## config.mk

```make
export PLATFORM = sky130hd
export DESIGN_NAME = beat_merge
export DESIGN_NICKNAME = d
export VERILOG_FILES = /design/src/rtl/beat_merge_pkg.sv /design/src/rtl/beat_sync_edge.sv /design/src/rtl/beat_chain_fsm.sv /design/src/rtl/beat_merge.sv
export SDC_FILE = /design/constraint.sdc
export NUM_CORES = 1
export LEC_CHECK = 0
export ABC_AREA = 1
export BUFFER_PORTS_ARGS = -buffer_cell sky130_fd_sc_hd__buf_4
export CAP_MARGIN = 5
export CORE_AREA = 2 2 39 41
export CTS_BUF_LIST = sky130_fd_sc_hd__clkbuf_2
export CTS_CLUSTER_DIAMETER = 60
export DETAILED_ROUTE_END_ITERATION = 6
export DIE_AREA = 0 0 41 43
export HOLD_SLACK_MARGIN = 0.03
export PLACE_DENSITY = 0.58
export SLEW_MARGIN = 0
export SYNTH_ARGS = -nofsm -noshare
export SYNTH_HDL_FRONTEND = slang
export SYNTH_HIERARCHICAL = 1
export SYNTH_SLANG_ARGS = --single-unit
```

## constraint.sdc

```tcl
create_clock -name clk -period 1.5 [get_ports clk]
set_input_delay 0.45 -clock clk [delete_from_list [all_inputs] [get_ports clk]]
set_output_delay 0.45 -clock clk [all_outputs]
set_load 0.005 [all_outputs]
```

## src/rtl/beat_merge_pkg.sv

```systemverilog
package beat_merge_pkg;

    localparam int NUM_HB = 3;

    typedef enum logic [1:0] {
        CH_IDLE  = 2'd0,
        CH_HAVE1 = 2'd1,
        CH_HAVE2 = 2'd2,
        CH_FIRE  = 2'd3
    } chain_state_e;

endpackage

```

## src/rtl/beat_sync_edge.sv

```systemverilog
module beat_sync_edge #(
    parameter int SYNC_STAGES = 2
) (
    input  logic clk,
    input  logic rst_n,
    input  logic async_in,
    output logic rise_o
);
    localparam int MSB = SYNC_STAGES - 1;

    logic [MSB:0] shreg;
    logic         prev_q;

    always_ff @(posedge clk) begin
        if (!rst_n) begin
            shreg  <= '0;
            prev_q <= 1'b0;
        end else begin
            shreg  <= {shreg[MSB-1:0], async_in};
            prev_q <= shreg[MSB];
        end
    end

    assign rise_o = shreg[MSB] & ~prev_q;


    single_rise_chk: assert property (@(posedge clk) disable iff (!rst_n)
        rise_o |=> !rise_o);

endmodule

```

## src/rtl/beat_chain_fsm.sv

```systemverilog
module beat_chain_fsm
    import beat_merge_pkg::*;
(
    input  logic              clk,
    input  logic              rst_n,
    input  logic [NUM_HB-1:0] beat_rise,
    output logic              pulse_o
);
    chain_state_e state_q, state_d;
    logic stage1, stage2, chain_empty, take1;

    // stage flags as seen from the state
    assign stage1      = (state_q == CH_HAVE1) || (state_q == CH_HAVE2);
    assign stage2      = (state_q == CH_HAVE2);
    assign chain_empty = ~(stage1 | stage2);
    assign take1       = chain_empty & beat_rise[0];

    always_ff @(posedge clk) begin
        if (!rst_n) state_q <= CH_IDLE;
        else        state_q <= state_d;
    end

    always_comb begin
        state_d = state_q;
        unique case (state_q)
            CH_IDLE:  if (take1)        state_d = CH_HAVE1;
            CH_HAVE1: if (beat_rise[1]) state_d = CH_HAVE2;
            CH_HAVE2: if (beat_rise[2]) state_d = CH_FIRE;
            CH_FIRE:  state_d = take1 ? CH_HAVE1 : CH_IDLE;
            default:  state_d = CH_IDLE;
        endcase
    end

    always_comb begin
        pulse_o = (state_q == CH_FIRE);
    end


    stage1_src_chk: assert property (@(posedge clk) disable iff (!rst_n)
        $rose(state_q == CH_HAVE1) |-> $past(beat_rise[0]));

    stage2_src_chk: assert property (@(posedge clk) disable iff (!rst_n)
        $rose(state_q == CH_HAVE2) |-> $past(beat_rise[1]) && $past(state_q == CH_HAVE1));

    stage3_src_chk: assert property (@(posedge clk) disable iff (!rst_n)
        pulse_o |-> $past(beat_rise[2]) && $past(state_q == CH_HAVE2));

    pulse_width_chk: assert property (@(posedge clk) disable iff (!rst_n)
        pulse_o |=> !pulse_o);

    one_step_chk: assert property (@(posedge clk) disable iff (!rst_n)
        (state_q == CH_IDLE) |=> (state_q == CH_IDLE) || (state_q == CH_HAVE1));

endmodule

```

## src/rtl/beat_merge.sv

```systemverilog
module beat_merge
    import beat_merge_pkg::*;
#(
    parameter int SYNC_STAGES = 2
) (
    input  logic              clk,
    input  logic              rst_n,
    input  logic [NUM_HB-1:0] beat_in,
    output logic              beat_out
);
    logic [NUM_HB-1:0] rise;

    for (genvar g = 0; g < NUM_HB; g++) begin : g_sync
        beat_sync_edge #(.SYNC_STAGES(SYNC_STAGES)) u_sync (
            .clk      (clk),
            .rst_n    (rst_n),
            .async_in (beat_in[g]),
            .rise_o   (rise[g])
        );
    end

    beat_chain_fsm u_chain (
        .clk       (clk),
        .rst_n     (rst_n),
        .beat_rise (rise),
        .pulse_o   (beat_out)
    );

endmodule

```

Word level (Yosys, flattened, before mapping)
Cells that the tools add are included.
Cells by class
  eq/ne operators: 6
  bitwise gates (word level): 9
  multipliers: 0
  reduce and logical (&&, ||, !) cells: 3
  magnitude comparators: 0
  divide/modulo/power cells: 0
  mux-type cells: 5
  $add $sub $neg: 0
  shift-type cells: 0
Operators with widths (number)
  2-bit case mux with 4 select lines: 1
  2-bit two-way mux: 3
  1-bit bitwise AND: 4
  2-bit == test, second input constant: 2
  2-bit inequality test, second input constant: 2
  1-bit NOT: 4
  3-bit AND reduction: 1
  2-bit by 1-bit == test with 1-bit output, second input constant: 1
  2-bit zero test: 1
  2-bit by 1-bit inequality test with 1-bit output, second input constant: 1
  1-bit logical OR: 1
  1-bit two-way mux: 1
  1-bit bitwise OR: 1
Word-level totals
  output and inout bits: 1
  input port bits: 5
  logic and storage cells: 30
  latch bits: 0
  memories: 0
  register bits after elaboration: 11
  bits in writable memories: 0
  memory bits (read-only): 0

Logic depth before layout (Yosys ltp)
  depth after elaboration: 7
  depth in mapped cells: 9
  gate-level depth less buffers: 9

Modules after synthesis
The synthesis kept the hierarchy.
Modules (own cells, without submodules)
  beat_sync_edge: sequential area each 60.1 um^2, cells each 11, instances 3, area an instance 92.6 um^2
  beat_chain_fsm: sequential area each 40.0 um^2, cells each 31, instances 1, area an instance 220.2 um^2

Least setup slack after synthesis
No wires, ideal clock.
  path type: register to register
  from: register u_chain.state_q[0]
  to: register u_chain.state_q[0]
  stages on the path, launching flop included: 10
  setup slack: 0.243 ns
  period minus slack after synthesis: 1.257 ns
  required time: 1.430 ns
  path buffers: 0
  arrival: 1.188 ns
  library setup time: 0.070 ns
  cells stage by stage: dfxtp_1 -> inv_1 -> ha_1 -> inv_1 -> nand2_1 -> nand2_2 -> inv_2 -> nor2_4 -> nand2_1 -> a21oi_1
Between the ends
  longest elaborated chain between the ends: 7
  elaborated cells between the ends (all ways): 14
  those cells by class: 6 x eq/ne; 2 x mux; 3 x bitwise; 3 x reduce/logical
RTL lines
  start: declaration: RTL line beat_chain_fsm.sv:9  | chain_state_e state_q, state_d;
  start signal: assignment: RTL line beat_chain_fsm.sv:20  | else state_q <= state_d;
  2-bit by 1-bit == test with 1-bit output or 2-bit == test (tied branches): RTL line beat_chain_fsm.sv:13, beat_chain_fsm.sv:25, beat_chain_fsm.sv:14
  1-bit logical OR: RTL line beat_chain_fsm.sv:13  | assign stage1 = (state_q == CH_HAVE1) || (state_q == CH_HAVE2);
  1-bit bitwise OR: RTL line beat_chain_fsm.sv:15  | assign chain_empty = ~(stage1 | stage2);
  1-bit NOT: RTL line beat_chain_fsm.sv:15
  1-bit bitwise AND: RTL line beat_chain_fsm.sv:16  | assign take1 = chain_empty & beat_rise[0];
  1-bit two-way mux or 2-bit by 1-bit inequality test with 1-bit output (tied branches)
  2-bit case mux with 4 select lines or 3-bit AND reduction (tied branches)
Parallel ways exist; a longest one is shown, timed or not.
A chain may end at the register's enable or synchronous reset.

Worst setup path after layout
  from: register u_chain.state_q[1]
  to: output port beat_out
Between the ends
  longest elaborated chain between the ends: 1
RTL lines
  2-bit == test: RTL line beat_chain_fsm.sv:35  | pulse_o = (state_q == CH_FIRE);
  end: declaration: RTL line beat_merge.sv:9  | output logic beat_out
No other way between the ends.

==> run metrics <==
status complete, no violations; most common cell after layout, fill and taps aside inv_1; DR WL/cell 7.28 microns; IO Pins 6; CP Class flip-flop to output port; YS warnings 6; Final Cycle Share a little over nine tenths; Peak Freq 685 MHz; Slew HR between 90% and 100%; number of synthesized register bits 11; minimum clock period 1.46 ns; worst min-delay path class primary input to flip-flop; FF-to-FF Start u_chain/state_q[0]; Worst VDD drop approximately 470 uV; Synth area leader dfxtp_1; worst slew pin tran 0.129 ns; Reg2Reg Depth 9; Net Count, Synth 74; Post-Syn Area 498 sq um; RePlAce Congestion 0.623; fin nets 85; setup TNS 0 ns; largest net degree at the start of global routing 11; Min Hold Slack approximately 0.38 ns; Routed WL 655 microns; P_leak 0.332 nW; number of antenna diodes 0; die width 41 microns; die footprint 0.00176 sq mm; RSZ-0062 raised after global routing yes; Antenna Nets Post-Route 0; gr usage total about 9%; Startpoint Class flip-flop; 1st-iter DRT viols 4; Hold Vio Cnt, Final 0; final setup violation count 0; # rows 14; post-synth top area share 44.2%; syn_area_per_cell 7.78 sq um; drc violations 0; CTS tree built; fill count 157; post-CTS setup buffers 0; ratio of cells with drive above 1 in the final layout roughly 30%; htree depth 1; Setup Skew roughly 0.00052 ns; Yosys cell types 12; router iterations before antenna repair 3; Worst Slack Setup Final 0.0412 ns; Final Max Slew Viols 0; Worst R2R End u_chain/state_q[0]; clk slew on worst S/H paths 0.10 ns; placed wire-length estimate between 500 and 600 microns; Critical Path End Type output port; via count around 360; Buffers on Ports 5; root buffer cell clkbuf_2; Pwr Density 1230 mW/mm^2; Synth Instances 64; Seq/Total Area, Yosys roughly 44%; total CTS buffers 3; worst slack, placed ~0.10 ns; vias per inst 3.99; GRT overflow 0; first-pass GRT wire length 1060 microns; Syn-to-layout area delta 18.1%; Die Span Y 43 microns; Starting Density 36.0%; Area contributors post-synth dfxtp_1 (44%), inv_1 (14%), ha_1 (13%); worst endpoint required time 1.05 ns; Arrival @ worst endpoint 1.01 ns; max-cap viol count 0; CP Capture Point beat_out; clk sinks 11; Critical path origin u_chain/state_q[1]; core area 0.00138 sq mm; Worst Path Max Fanout 4; vias in the first global route 296; Reg2Reg Setup Slack around 0.14 ns; clk_lat worst skew 0.24 ns; commonest cells after routing, fill and taps aside inv_1 (19), nand2_1 (16), dfxtp_1 (9); Layout Utilization 42.5%; clk buf depth 2; antenna violations before repair 0
-- cell type report --
class / count / area (sq um) / area share, %
Timing Repair Buffer: 6 / 45.0 / 7.66
Tap cell: 16 / 20.0 / 3.40
Clock buffer: 4 / 20.0 / 3.40
Sequential cell: 11 / 223 / 37.9
Multi-Input combinational cell: 33 / 205 / 34.9
Inverter: 20 / 75.1 / 12.8
-- Yosys cell counts (all sizes together) --
cell,number
inv,20
nand2,19
dfxtp,11
ha,5
nor2,4
a21oi,2
nand3,2
nand4,1
-- how the worst min path moves through the flow --
stage / from / endpoint / slack, ns / cells after the start
after floorplan: g_sync[0].u_sync/shreg[0] / g_sync[0].u_sync/shreg[1] / 0.39 / 2
after global placement: g_sync[0].u_sync/shreg[0] / g_sync[0].u_sync/shreg[1] / 0.39 / 2
after detailed placement: g_sync[2].u_sync/shreg[0] / g_sync[2].u_sync/shreg[1] / 0.40 / 2
after CTS: beat_in[0] / g_sync[0].u_sync/shreg[0] / 0.37 / 3
after global routing: beat_in[2] / g_sync[2].u_sync/shreg[0] / 0.38 / 3
final: beat_in[2] / g_sync[2].u_sync/shreg[0] / 0.38 / 3
-- registers in the layout (all words and copies together), names as in the netlist --
signal	flops
g_sync.u_sync/prev_q	3
g_sync.u_sync/shreg	6
u_chain/state_q	2
-- what timing repair did --
item / in CTS / in global routing
resized for setup: 0 / 3
hold buffers: 0 / 0
endpoints found under the setup margin: 0 / 3
-- routing by layer --
layer	global-route usage, %	vias to the layer above	wire [microns]
li1	-	199	-
met1	10.2	154	286
met2	13.8	6	345
met3	1.57	0	22
met4	8.00	0	0
met5	0	-	0
-- critical path, stage by stage (launching register included) --
cell     delay (ns)
dfxtp_2        0.33
buf_4          0.14
ha_2           0.17
buf_4          0.13
-- stage by stage --
stage / power, W / instances / instance area, sq um
CTS: 0.000733 / 90 / 583
global route: 0.000781 / 90 / 588
global placement: 0.000563 / 86 / 563
floorplan: 0.000514 / 64 / 498
finish: 0.000722 / 90 / 588
detailed placement: 0.000569 / 86 / 563
-- power breakdown --
part | internal, W | switching, W | leakage, nW
clock network | 0.0000709 | 0.0000879 | 0.0166
registers | 0.000319 | 0.0000167 | 0.0913
logic | 0.0000934 | 0.000134 | 0.224
-- kinds of logic (layout without fill, tap and decap cells) --
kind of cell             Yosys count  in the layout  synth area share (%)
AO/OA/AOI/OAI                      2              2                  2.01
buffers and inverters             20             30                  15.1
flip-flops                        11             11                  44.2
AND/OR/NAND/NOR                   26             26                  26.1
adder cells (fa/ha/maj)            5              5                  12.6
No activity file was read; power rests on OpenSTA's default activity.
